===== src/rtl/rx_window_monitor.sv =====
module rx_window_monitor #(
  parameter int BYTES_10 = 80,
  parameter int BYTES_20 = 160,
  parameter int SHORT_10 = 16,
  parameter int LONG_10  = 72,
  parameter int SHORT_20 = 16,
  parameter int LONG_20  = 152
)(
  input  logic clk,
  input  logic rst,
  input  logic frame_start,
  input  logic tick,
  input  logic wr_en,
  input  logic ch_sel,
  input  logic mode_20ms,
  output logic req,
  output logic req_first,
  output logic err_ch0,
  output logic err_ch1,
  output logic dup_err
);
  localparam int BMAX = (BYTES_20 > BYTES_10) ? BYTES_20 : BYTES_10;
  localparam int TM1  = (LONG_10 > SHORT_10) ? LONG_10 : SHORT_10;
  localparam int TM2  = (LONG_20 > SHORT_20) ? LONG_20 : SHORT_20;
  localparam int TMAX = (TM1 > TM2) ? TM1 : TM2;
  localparam int CW   = $clog2(BMAX + 1);
  localparam int TW   = $clog2(TMAX + 1);

  logic          open, seen, mode_q, dup_frm;
  logic [1:0]    fidx;
  logic [CW-1:0] cnt0, cnt1;
  logic [TW-1:0] tcnt;

  wire [CW-1:0] need  = mode_q ? CW'(BYTES_20) : CW'(BYTES_10);
  wire          done0 = (cnt0 == need);
  wire          done1 = (cnt1 == need);
  wire [TW-1:0] lim   = (fidx == 2'd1) ? (mode_q ? TW'(SHORT_20) : TW'(SHORT_10))
                                       : (mode_q ? TW'(LONG_20)  : TW'(LONG_10));
  wire timed     = (fidx != 2'd0);
  wire tick_end  = open && timed && tick && (tcnt == lim - TW'(1));
  wire close_now = open && (frame_start || tick_end);
  wire take      = open && wr_en && !close_now;
  wire hit0      = take && !ch_sel;
  wire hit1      = take && ch_sel;
  wire dup_hit   = (hit0 && done0) || (hit1 && done1);

  assign req       = open && !(done0 && done1);
  assign req_first = open && !done0 && !done1;

  always_ff @(posedge clk) begin
    if (rst) begin
      open <= 1'b0; seen <= 1'b0; mode_q <= 1'b0; dup_frm <= 1'b0;
      fidx <= '0; cnt0 <= '0; cnt1 <= '0; tcnt <= '0;
      err_ch0 <= 1'b0; err_ch1 <= 1'b0; dup_err <= 1'b0;
    end else begin
      if (close_now) begin
        err_ch0 <= !done0;
        err_ch1 <= !done1;
        dup_err <= dup_frm;
        open    <= 1'b0;
      end else if (dup_hit) begin
        dup_err <= 1'b1;
      end
      if (frame_start) begin
        open    <= 1'b1;
        seen    <= 1'b1;
        mode_q  <= mode_20ms;
        fidx    <= !seen ? 2'd0 : (fidx == 2'd2 ? 2'd2 : fidx + 2'd1);
        cnt0    <= '0;
        cnt1    <= '0;
        tcnt    <= '0;
        dup_frm <= 1'b0;
      end else begin
        if (open && timed && tick) tcnt <= tcnt + TW'(1);
        if (hit0 && !done0) cnt0 <= cnt0 + CW'(1);
        if (hit1 && !done1) cnt1 <= cnt1 + CW'(1);
        if (dup_hit) dup_frm <= 1'b1;
      end
    end
  end

  AST_REQ_AFTER_START: assert property (@(posedge clk) disable iff (rst)
    frame_start |=> (req && req_first));
  AST_BYTES_BOUNDED: assert property (@(posedge clk) disable iff (rst)
    (cnt0 <= need) && (cnt1 <= need));
  AST_ERR_AT_CLOSE: assert property (@(posedge clk) disable iff (rst)
    ($rose(err_ch0) || $rose(err_ch1)) |-> $past(close_now));
  AST_IDLE_NO_COUNT: assert property (@(posedge clk) disable iff (rst)
    (!open && !frame_start) |=> ($stable(cnt0) && $stable(cnt1)));
  AST_DUP_HOLDS: assert property (@(posedge clk) disable iff (rst)
    (dup_err && !close_now) |=> dup_err);
  AST_RESET_CLEAR: assert property (@(posedge clk)
    rst |=> (!req && !req_first && !err_ch0 && !err_ch1 && !dup_err));
endmodule


===== config.mk =====
export PLATFORM = sky130hd
export DESIGN_NAME = rx_window_monitor
export DESIGN_NICKNAME = d
export VERILOG_FILES = /design/src/rtl/rx_window_monitor.sv
export SDC_FILE = /design/constraint.sdc
export NUM_CORES = 1
export LEC_CHECK = 0
export CAP_MARGIN = 20
export CORE_MARGIN = 4
export CORE_UTILIZATION = 59
export CTS_BUF_LIST = sky130_fd_sc_hd__clkbuf_8
export DETAILED_ROUTE_END_ITERATION = 8
export PLACE_DENSITY = 0.8
export SLEW_MARGIN = 20
export SYNTH_ARGS = -nofsm -noshare
export SYNTH_HDL_FRONTEND = slang
export SYNTH_SLANG_ARGS = --single-unit

===== constraint.sdc =====
create_clock -name clk -period 3.8 [get_ports clk]
set_clock_uncertainty 0.2 [all_clocks]
set_input_delay 0.38 -clock clk [delete_from_list [all_inputs] [get_ports clk]]
set_output_delay 0.38 -clock clk [all_outputs]
set_load 0.05 [all_outputs]

==> run_results.csv, run 1 <==
group,metric,value,unit
clock_network,cts_max_path_buffers,2,
setup_path,rr_endpoint,"cnt0[0]$_SDFFE_PP0P_",
worst_hold_path,hold_path_class,"flop to flop",
timing,fmax,305,MHz
setup_path,crit_type,"flop to output port",
global_route,overflow,0,
setup_path,setup.worst_path.end,"req",
place,globalplace.congestion,0.859,
outcome,status,"complete, no violations",
place,portBuffers,11,
power,p_comb_share,9.2,%
timing,min_period,3.28,ns
clock_network,cts_setup_buffers,0,
timing,hold_slack,0.250,ns
setup_path,ff2ff_path_depth,7,
setup_path,crit_fanout,8,
clock_network,postCtsHoldBufs,0,
timing,setup_tns,0,ns
clock_network,cts_tree,"built",
timing,rsz0062_at_grt,"no",
timing,fin_ws,0.521,ns
setup_path,r2r_slack,1.14,ns
synth,synth-seq-area-share,36.5,%
cells_and_area,diodes,0,
drt,vias_per_cell,6.34,
synth,synthCells,211,
synth,ys_ff_latch,33,
clock_network,cts-root-buf,"clkbuf_8",
timing,slew_viol_final,0,
power,netSwitchingPower,0.000175,W
global_route,grt_usage,20.7,%
cells_and_area,syn_to_final_growth,12.4,%
power,leakagePower,0.738,nW
cells_and_area,fillers,231,
synth,synthesis.area,1810,um^2
worst_hold_path,hold_path_depth,2,
run,maxCapViolations,0,
clock_network,clk_latency,0.28,ns
drt,drt_iter0_drc,52,
cells_and_area,layout-drive-gt1-share,6.76,%
clock_network,cts_htree_levels,2,
drt,ant_nets,0,
synth,synth.distinct_cells,48,
global_route,grt_max_degree,22,
clock_network,clock_sinks,33,
setup_path,startpoint,"mode_q$_SDFFE_PP0P_",
power,internal_power,0.000588,W
setup_path,worstSetupEndpointType,"output port",
setup_path,arrival,2.70,ns
place,dp_slack,0.849,ns
synth,synth_top_area_share,36.5,%
floorplan,core_area,2850,um^2
timing,setup_violations,0,
floorplan,die_w,63.4,um
timing,slew-limit-headroom,60.0,%
clock_network,clkTransAtPathRegs,0.07,ns
power,ir_worst_vdd,0.000266,V
synth,yosysTopAreaCell,"dfxtp_1",
synth,ys_async_sr_fraction,0,%
cells_and_area,nNetsFinal,235,
floorplan,ios,12,
place,dp_hpwl,2800,um
power,cellPowerDensity,375,nW/um^2
floorplan,initial_core_util,63.4,%
floorplan,die_area,4020,um^2
global_route,antenna_found_initial,0,
drt,route.detailed.drc,0,
drt,dr_total_vias,1604,
drt,firstDrtPassIters,4,
timing,post-route-period-util,86.3,%
setup_path,required,3.22,ns
global_route,grt_pass1_wl,6790,um
power,swShare,23.0,%
synth,netlist_top_cells_area,"dfxtp_1 37%, mux2i_1 5.5%, ha_1 4.8%, nor2_1 4.4%, nand3_1 4.1%",
drt,routed_wl,3850,um
synth,syn_area_per_cell,8.57,um^2
drt,routedWlPerCell,15.2,um
floorplan,row_count,19,
clock_network,cts_buffers,5,
clock_network,cts_resized,0,
power,seq_power_share,46.7,%
setup_path,startpoint_type,"flop",
power,clock_power_share,44.1,%
synth,syn_nets,225,
timing,tightest_slew,0.585,ns
synth,ys_warn_count,0,
synth,synth_edf_count,0,
cells_and_area,utilization,71.3,%
global_route,grt_pass1_vias,1602,
setup_path,reg2reg_from,"fidx[1]$_SDFFE_PP0P_",
synth,ys.flop_type,"dfxtp_1",
timing,hold_violations,0,
floorplan,fp.dieH,63.4,um
critical path: stages (launching register included):
cell	delay (ns)
dfxtp_1	0.39
or4b_2	0.67
mux2i_1	0.29
nand2_1	0.17
o21a_1	0.21
clkdlybuf4s50_1	0.69
registers in the layout (all words and copies together), names as in the netlist:
signal	flops
open	1
err_ch1	1
cnt0	8
err_ch0	1
tcnt	8
seen	1
fidx	2
cnt1	8
dup_frm	1
mode_q	1
dup_err	1
worst min path at each step:
stage | from | endpoint | slack [ns]
6_report | dup_frm$_SDFFE_PP0P_ | dup_frm$_SDFFE_PP0P_ | 0.25
5_1_grt | dup_frm$_SDFFE_PP0P_ | dup_frm$_SDFFE_PP0P_ | 0.27
4_1_cts | dup_frm$_SDFFE_PP0P_ | dup_frm$_SDFFE_PP0P_ | 0.25
3_5_place_dp | dup_frm$_SDFFE_PP0P_ | dup_frm$_SDFFE_PP0P_ | 0.24
3_3_place_gp | dup_frm$_SDFFE_PP0P_ | dup_frm$_SDFFE_PP0P_ | 0.24
2_1_floorplan | dup_frm$_SDFFE_PP0P_ | dup_frm$_SDFFE_PP0P_ | 0.23
cell usage after synthesis (2+ instances only):
master and n:
a21o_1 3, a21oi_1 14, and3_1 4, buf_6 2, clkbuf_1 7, dfxtp_1 33
ha_1 7, inv_1 12, mux2i_1 10, nand2_1 13, nand3_1 15, nand4_1 6
nand4b_1 2, nor2_1 21, nor3_1 5, nor3_2 2, nor3b_1 2, nor4bb_1 2
o21ai_0 2, o21ai_1 2, o31ai_1 6, or3_1 6, or4_1 5, xnor2_1 4
xor2_1 3
stage by stage:
| stage | total power, W | std cells | cell area [um^2] |
|---|---|---|---|
| detailed placement | 0.000434 | 245 | 1920 |
| floorplan | 0.000412 | 211 | 1810 |
| finish | 0.000763 | 253 | 2030 |
| global placement | 0.000432 | 245 | 1920 |
| CTS | 0.000767 | 253 | 2030 |
| global route | 0.000790 | 253 | 2030 |
layout make-up:
type	instances	area (um^2)	share of cell area (%)
multi-input cells	157	1050	51.9
flip-flops and latches	33	661	32.5
repair buffers	12	118	5.78
inverters	12	45.0	2.22
well taps	31	38.8	1.91
clock inverters	2	33.8	1.66
clock buffers	6	82.6	4.06
placed cells by master (no fill, tap or decap), types with 3 or more instances in the layout:
cell type | netlist | routed
and3_1 | 4 | 4
clkdlybuf4s50_1 | 0 | 11
mux2i_1 | 10 | 10
nor3_1 | 5 | 5
inv_1 | 12 | 13
xor2_1 | 3 | 3
or4_1 | 5 | 5
clkbuf_8 | 0 | 6
a21oi_1 | 14 | 14
nand2_1 | 13 | 13
xnor2_1 | 4 | 4
o31ai_1 | 6 | 6
a21o_1 | 3 | 3
dfxtp_1 | 33 | 33
nand4_1 | 6 | 6
or3_1 | 6 | 6
nand3_1 | 15 | 15
nor2_1 | 21 | 21
ha_1 | 7 | 7
metal layers:
layer	share of wire (%)	up-vias	global-route usage [%]	wire, um
li1	-	794	-	-
met5	0	-	0	0
met2	48	51	35.3	1850
met1	45	749	24.7	1750
met3	4.4	10	5.51	168
met4	2.2	0	7.55	85
kinds of logic (layout without fill, tap and decap cells):
| family | count (synthesis) | in the layout | synth area share, % |
|---|---|---|---|
| AO/OA/AOI/OAI | 42 | 42 | 16.7 |
| XOR/XNOR | 7 | 7 | 3.39 |
| adder cells (fa/ha/maj) | 7 | 7 | 4.84 |
| buffers and inverters | 21 | 32 | 5.19 |
| flip-flops | 33 | 33 | 36.5 |
| multiplexers | 11 | 11 | 6.16 |
| AND/OR/NAND/NOR | 90 | 90 | 27.2 |
power groups by stage:
stage | sequential [W] | combinational (W) | clock, W
floorplan | 0.000370 | 0.0000425 | 0
global placement | 0.000364 | 0.0000680 | 0
detailed placement | 0.000364 | 0.0000694 | 0
CTS | 0.000356 | 0.0000702 | 0.000341
global route | 0.000357 | 0.0000763 | 0.000357
finish | 0.000356 | 0.0000700 | 0.000337
(Power assumes the default switching activity.)
==> run 2: changes to the inputs <==
--- a/config.mk
+++ b/config.mk
@@ -6,7 +6,6 @@
 export NUM_CORES = 1
 export LEC_CHECK = 0
 export CAP_MARGIN = 20
-export CORE_MARGIN = 4
 export CORE_UTILIZATION = 59
 export CTS_BUF_LIST = sky130_fd_sc_hd__clkbuf_8
 export DETAILED_ROUTE_END_ITERATION = 8
==> run 2 against run 1 <==
Highest routed layer unchanged. Non-clock buffer count decreased by 1. Setup slack better by 0.025 ns. Cell count is 0.40% lower. Register-to-register slack gained 0.03 ns. Core utilization grew 0.33 points. Sequential share of layout area increased by 0.12 points. The flow now finishes with violations (design-rule violations). First-iteration DRC count up 9.6%. Flip-flop and latch count stayed put. Global-route usage up 4.0 points. Via count fell by 2.8%.
==> run_results.csv, run 2 (same netlist as run 1, synthesis figures left out) <==
group,metric,value,unit
outcome,status,"finished, violations left",
outcome,violations,"design-rule violations",
cells_and_area,top_regs,"cnt0: 8 flops, cnt1: 8 flops, tcnt: 8 flops",
setup_path,required,3.22,ns
timing,min_period,3.25,ns
setup_path,crit_fanout,8,
setup_path,worstSetupEndpointType,"output port",
cells_and_area,syn_to_final_growth,12.0,%
clock_network,cts_max_path_buffers,2,
timing,setup_violations,0,
setup_path,rr_endpoint,"dup_err$_SDFFE_PP0P_",
global_route,grt_pass1_vias,1463,
drt,dr_total_vias,1559,
global_route,grt_max_degree,22,
timing,fmax,307,MHz
place,portBuffers,11,
floorplan,row_count,19,
drt,firstDrtPassIters,7,
cells_and_area,multi_input_area,1050,um^2
global_route,antenna_found_initial,0,
place,globalplace.congestion,0.894,
global_route,grt_usage,24.7,%
cells_and_area,most-common-layout-cells,"33 x dfxtp_1, 21 x nor2_1, 15 x nand3_1",
setup_path,arrival,2.67,ns
setup_path,r2r_slack,1.17,ns
timing,rsz0062_at_grt,"no",
drt,drt_iter0_drc,57,
clock_network,postCtsHoldBufs,0,
power,cellPowerDensity,376,nW/um^2
worst_hold_path,hold_path_class,"flop to flop",
setup_path,crit_type,"flop to output port",
floorplan,core_area,2830,um^2
clock_network,clock_sinks,33,
clock_network,cts_resized,0,
drt,route.detailed.drc,2,
drt,routed_wl,3690,um
floorplan,fp.dieH,57.4,um
floorplan,die_w,57.4,um
clock_network,clk_latency,0.28,ns
floorplan,initial_core_util,64.0,%
timing,slew-limit-headroom,60.5,%
worst_hold_path,hold_path_depth,2,
power,power,0.000762,W
clock_network,clkTransAtPathRegs,0.06,ns
worst_hold_path,hp-start,"dup_frm$_SDFFE_PP0P_",
clock_network,cts_buffers,5,
setup_path,reg2reg_from,"fidx[1]$_SDFFE_PP0P_",
clock_network,cts-root-buf,"clkbuf_8",
global_route,grt_pass1_wl,6250,um
timing,setup_tns,0,ns
timing,post-route-period-util,85.6,%
worst_hold_path,hold_end,"dup_frm$_SDFFE_PP0P_",
timing,tightest_slew,0.577,ns
cells_and_area,layout-drive-gt1-share,6.33,%
cells_and_area,finish.instance_area,2030,um^2
power,ir_worst_vdd,0.000215,V
place,dp_hpwl,2660,um
drt,vias_per_cell,6.19,
cells_and_area,nNetsFinal,234,
setup_path,startpoint_type,"flop",
clock_network,cts_tree,"built",
cells_and_area,fillers,227,
cells_and_area,diodes,0,
cells_and_area,final_common_cell,"dfxtp_1",
power,leakagePower,0.734,nW
clock_network,cts_htree_levels,2,
run,maxCapViolations,0,
drt,routedWlPerCell,14.6,um
setup_path,ff2ff_path_depth,6,
clock_network,cts_setup_buffers,0,
cells_and_area,seqCellArea,661,um^2
floorplan,ios,12,
timing,slew_viol_final,0,
place,place_area,1910,um^2
global_route,overflow,0,
timing,hold_violations,0,
drt,ant_nets,0,
floorplan,die_area,3290,um^2
==> run 2: worst max path at each step <==
stage                          from                    to  slack (ns)  cells after the start
4_1_cts         mode_q$_SDFFE_PP0P_                   req        0.55                      5
6_report        mode_q$_SDFFE_PP0P_                   req        0.55                      5
3_5_place_dp    mode_q$_SDFFE_PP0P_                   req        0.88                      5
3_3_place_gp    mode_q$_SDFFE_PP0P_                   req        0.90                      5
2_1_floorplan  fidx[1]$_SDFFE_PP0P_  cnt1[6]$_SDFFE_PP0P_        1.48                      8
5_1_grt         mode_q$_SDFFE_PP0P_                   req        0.42                      5
==> run 2: routing by layer <==
| layer | track usage, % | vias to the layer above | routed length (um) |
|---|---|---|---|
| met1 | 29.9 | 719 | 1730 |
| met5 | 0 | - | 0 |
| met4 | 10.5 | 0 | 38 |
| met2 | 41.4 | 47 | 1740 |
| met3 | 6.35 | 4 | 180 |
| li1 | - | 789 | - |
==> run 2: area by class of cell <==
| class | count | area share (%) |
|---|---|---|
| Inverter | 12 | 2.22 |
| Tap cell | 31 | 1.91 |
| Clock inverter | 2 | 1.67 |
| Clock buffer | 6 | 4.08 |
| Timing Repair Buffer | 11 | 5.44 |
| Multi-Input combinational cell | 157 | 52.1 |
| Sequential cell | 33 | 32.6 |
==> run 2: report_power, final <==
part / leakage (nW) / switching, W / internal (W) / total, W
combinational: 0.404 / 0.0000436 / 0.0000253 / 0.0000689
sequential: 0.267 / 0.00000523 / 0.000351 / 0.000356
clock: 0.0626 / 0.000126 / 0.000211 / 0.000337
==> run 2: metrics by stage <==
step / hold WS [ns] / setup slack, ns / utilization (%) / cells
detailed placement: 0.247 / 0.880 / 67.5 / 244
floorplan: 0.226 / 1.48 / - / 211
global placement: 0.236 / 0.900 / 67.5 / 244
CTS: 0.264 / 0.549 / 71.6 / 252
global route: 0.315 / 0.415 / 71.6 / 252
finish: 0.268 / 0.546 / 71.6 / 252
==> run 2: worst max-delay path, cell delays in order, from the launching register on <==
cell and delay, ns:
dfxtp_1 0.37, or4b_2 0.65, mux2i_1 0.30, nand2_1 0.16
o21a_1 0.22, clkdlybuf4s50_1 0.70
==> run 3: changes to the inputs <==
--- a/config.mk
+++ b/config.mk
@@ -8,6 +8,7 @@
 export CAP_MARGIN = 20
 export CORE_UTILIZATION = 59
 export CTS_BUF_LIST = sky130_fd_sc_hd__clkbuf_8
+export CTS_CLUSTER_SIZE = 25
 export DETAILED_ROUTE_END_ITERATION = 8
 export PLACE_DENSITY = 0.8
 export SLEW_MARGIN = 20
==> constraint.sdc (replaced) <==
create_clock -name clk -period 3.5 [get_ports clk]
set_clock_uncertainty 0.2 [all_clocks]
set_input_delay 0.35 -clock clk [delete_from_list [all_inputs] [get_ports clk]]
set_output_delay 0.35 -clock clk [all_outputs]
set_load 0.05 [all_outputs]
==> run 3 against run 2 <==
The run still ends with design-rule violations left. First-iteration DRC count down 3.5%. Non-clock buffer count up 1. Clock power down 20%. Cell count up 0.40%. Critical path depth unchanged. Sequential share of layout area up 0.43 points. Global-route usage up 0.94 points. Flip-flop and latch count unchanged. Critical endpoint unchanged. Largest cell class unchanged. Highest routed layer unchanged.
==> run_results.csv, run 3 (same netlist as run 1, synthesis figures left out) <==
group,metric,value,unit
setup_path,startpoint_type,"flop",
floorplan,row_count,19,
setup_path,path_depth,5,
drt,dr_total_vias,1625,
timing,hold_slack,0.268,ns
floorplan,ios,12,
setup_path,worst_path_max_delay_cell,"clkdlybuf4s50_1",
place,globalplace.congestion,0.882,
setup_path,rr_endpoint,"dup_err$_SDFFE_PP0P_",
setup_path,startpoint,"mode_q$_SDFFE_PP0P_",
drt,route.detailed.drc,2,
setup_path,crit_buf_inv,1,
clock_network,cts_resized,0,
cells_and_area,nNetsFinal,235,
cells_and_area,layout-drive-gt1-share,6.76,%
clock_network,cts-root-buf,"clkbuf_8",
place,placed_cells,245,
drt,routedWlPerCell,15.1,um
global_route,use_met1,31.0,%
clock_network,cts_max_path_buffers,2,
timing,rsz0062_at_grt,"no",
cells_and_area,diodes,0,
place,portBuffers,11,
power,power,0.000735,W
clock_network,clkTransAtPathRegs,0.07,ns
timing,fmax,306,MHz
global_route,grt_max_degree,22,
clock_network,clock_sinks,33,
floorplan,initial_core_util,64.0,%
setup_path,arrival,2.72,ns
setup_path,crit_family,"simple AND/OR/NAND/NOR gates",
setup_path,required,2.95,ns
power,leakagePower,0.725,nW
drt,firstDrtPassIters,6,
global_route,use_met2,42.2,%
timing,tightest_slew,0.633,ns
setup_path,crit_fanout,8,
timing,setup_violations,0,
power,ir_worst_vdd,0.000296,V
drt,vias_per_cell,6.42,
setup_path,slowest_delay,0.69,ns
timing,hold_violations,0,
global_route,met3_usage,8.16,%
outcome,status,"finished, violations left",
timing,post-route-period-util,93.3,%
clock_network,clk_latency,0.29,ns
timing,setup_tns,0,ns
floorplan,die_area,3290,um^2
cells_and_area,fillers,236,
timing,slew_viol_final,0,
global_route,grt_usage,25.6,%
floorplan,core_area,2830,um^2
power,cellPowerDensity,367,nW/um^2
clock_network,cts_htree_levels,2,
cells_and_area,seqCellArea,661,um^2
global_route,overflow,0,
floorplan,die_w,57.4,um
setup_path,ff2ff_path_depth,6,
cells_and_area,top_regs,"cnt0: 8 flops, cnt1: 8 flops, tcnt: 8 flops",
global_route,busiest_layer,"met2",
cells_and_area,most-common-layout-cells,"33 x dfxtp_1, 21 x nor2_1, 15 x nand3_1",
place,dp_hpwl,2710,um
worst_hold_path,hold_path_class,"flop to flop",
worst_hold_path,hp-start,"fidx[1]$_SDFFE_PP0P_",
cells_and_area,fin_cells,253,
worst_hold_path,hold_path_depth,2,
drt,routed_wl,3820,um
setup_path,reg2reg_from,"fidx[1]$_SDFFE_PP0P_",
cells_and_area,multi_input_area,1050,um^2
drt,drt_iter0_drc,55,
cells_and_area,final_common_cell,"dfxtp_1",
clock_network,cts_setup_buffers,0,
drt,ant_nets,0,
run,maxCapViolations,0,
timing,slew-limit-headroom,56.7,%
setup_path,crit_type,"flop to output port",
clock_network,cts_buffers,5,
clock_network,postCtsHoldBufs,0,
timing,min_period,3.27,ns
global_route,grt_pass1_vias,1536,
worst_hold_path,hold_end,"fidx[1]$_SDFFE_PP0P_",
setup_path,worstSetupEndpointType,"output port",
global_route,antenna_found_initial,0,
clock_network,cts_tree,"built",
global_route,grt_pass1_wl,6550,um
outcome,violations,"design-rule violations",
setup_path,r2r_slack,0.85,ns
setup_path,crit_chain,"or4b_2 -> mux2i_1 -> nand2_1 -> o21a_1 -> clkdlybuf4s50_1",
cells_and_area,syn_to_final_growth,10.5,%
floorplan,fp.dieH,57.4,um
run 3: cell count changes in the layout (fill, tap and decap cells not counted):
cell and change:
buf_4 +1, clkinv_2 +2, bufinv_16 -1, clkbuf_8 -1
run 3: area by class of cell:
| type | instances | area share (%) |
|---|---|---|
| Clock inverter | 3 | 0.688 |
| Clock buffer | 5 | 3.44 |
| Timing Repair Buffer | 12 | 5.88 |
| Inverter | 12 | 2.25 |
| Multi-Input combinational cell | 157 | 52.8 |
| Tap cell | 31 | 1.94 |
| Sequential cell | 33 | 33.0 |
run 3: stage by stage:
stage	util, %	cell area (um^2)	worst slack, ns
after global placement	67.8	1920	0.628
after detailed placement	67.8	1920	0.590
after CTS	70.7	2000	0.269
after global routing	70.7	2000	0.155
after floorplan	-	1810	1.18
final	70.7	2000	0.234
run 3: power by group:
group / internal [W] / switching, W
combinational: 0.0000282 / 0.0000483
clock: 0.000135 / 0.000137
sequential: 0.000381 / 0.00000577
run 3: worst register-to-register path: cells and delay by family, from the launching register on:
| family | cells | cell delay (ns) |
|---|---|---|
| flops | 1 | 0.33 |
| simple gates | 1 | 0.39 |
| buf+inv | 1 | 0.06 |
| compound gates | 3 | 1.32 |
| fa+ha+maj | 1 | 0.25 |
run 3: worst max path at each step:
stage	end	slack (ns)
after global routing	req	0.15
after floorplan	cnt1[6]$_SDFFE_PP0P_	1.18
after global placement	req	0.63
after detailed placement	req	0.59
after CTS	req	0.27
final	req	0.23
run 3: routing by layer:
| layer | vias up | part of all wire (%) |
|---|---|---|
| li1 | 793 | - |
| met1 | 780 | 45 |
| met2 | 47 | 47 |
| met3 | 5 | 6.4 |
| met4 | 0 | 1.2 |
| met5 | - | 0 |
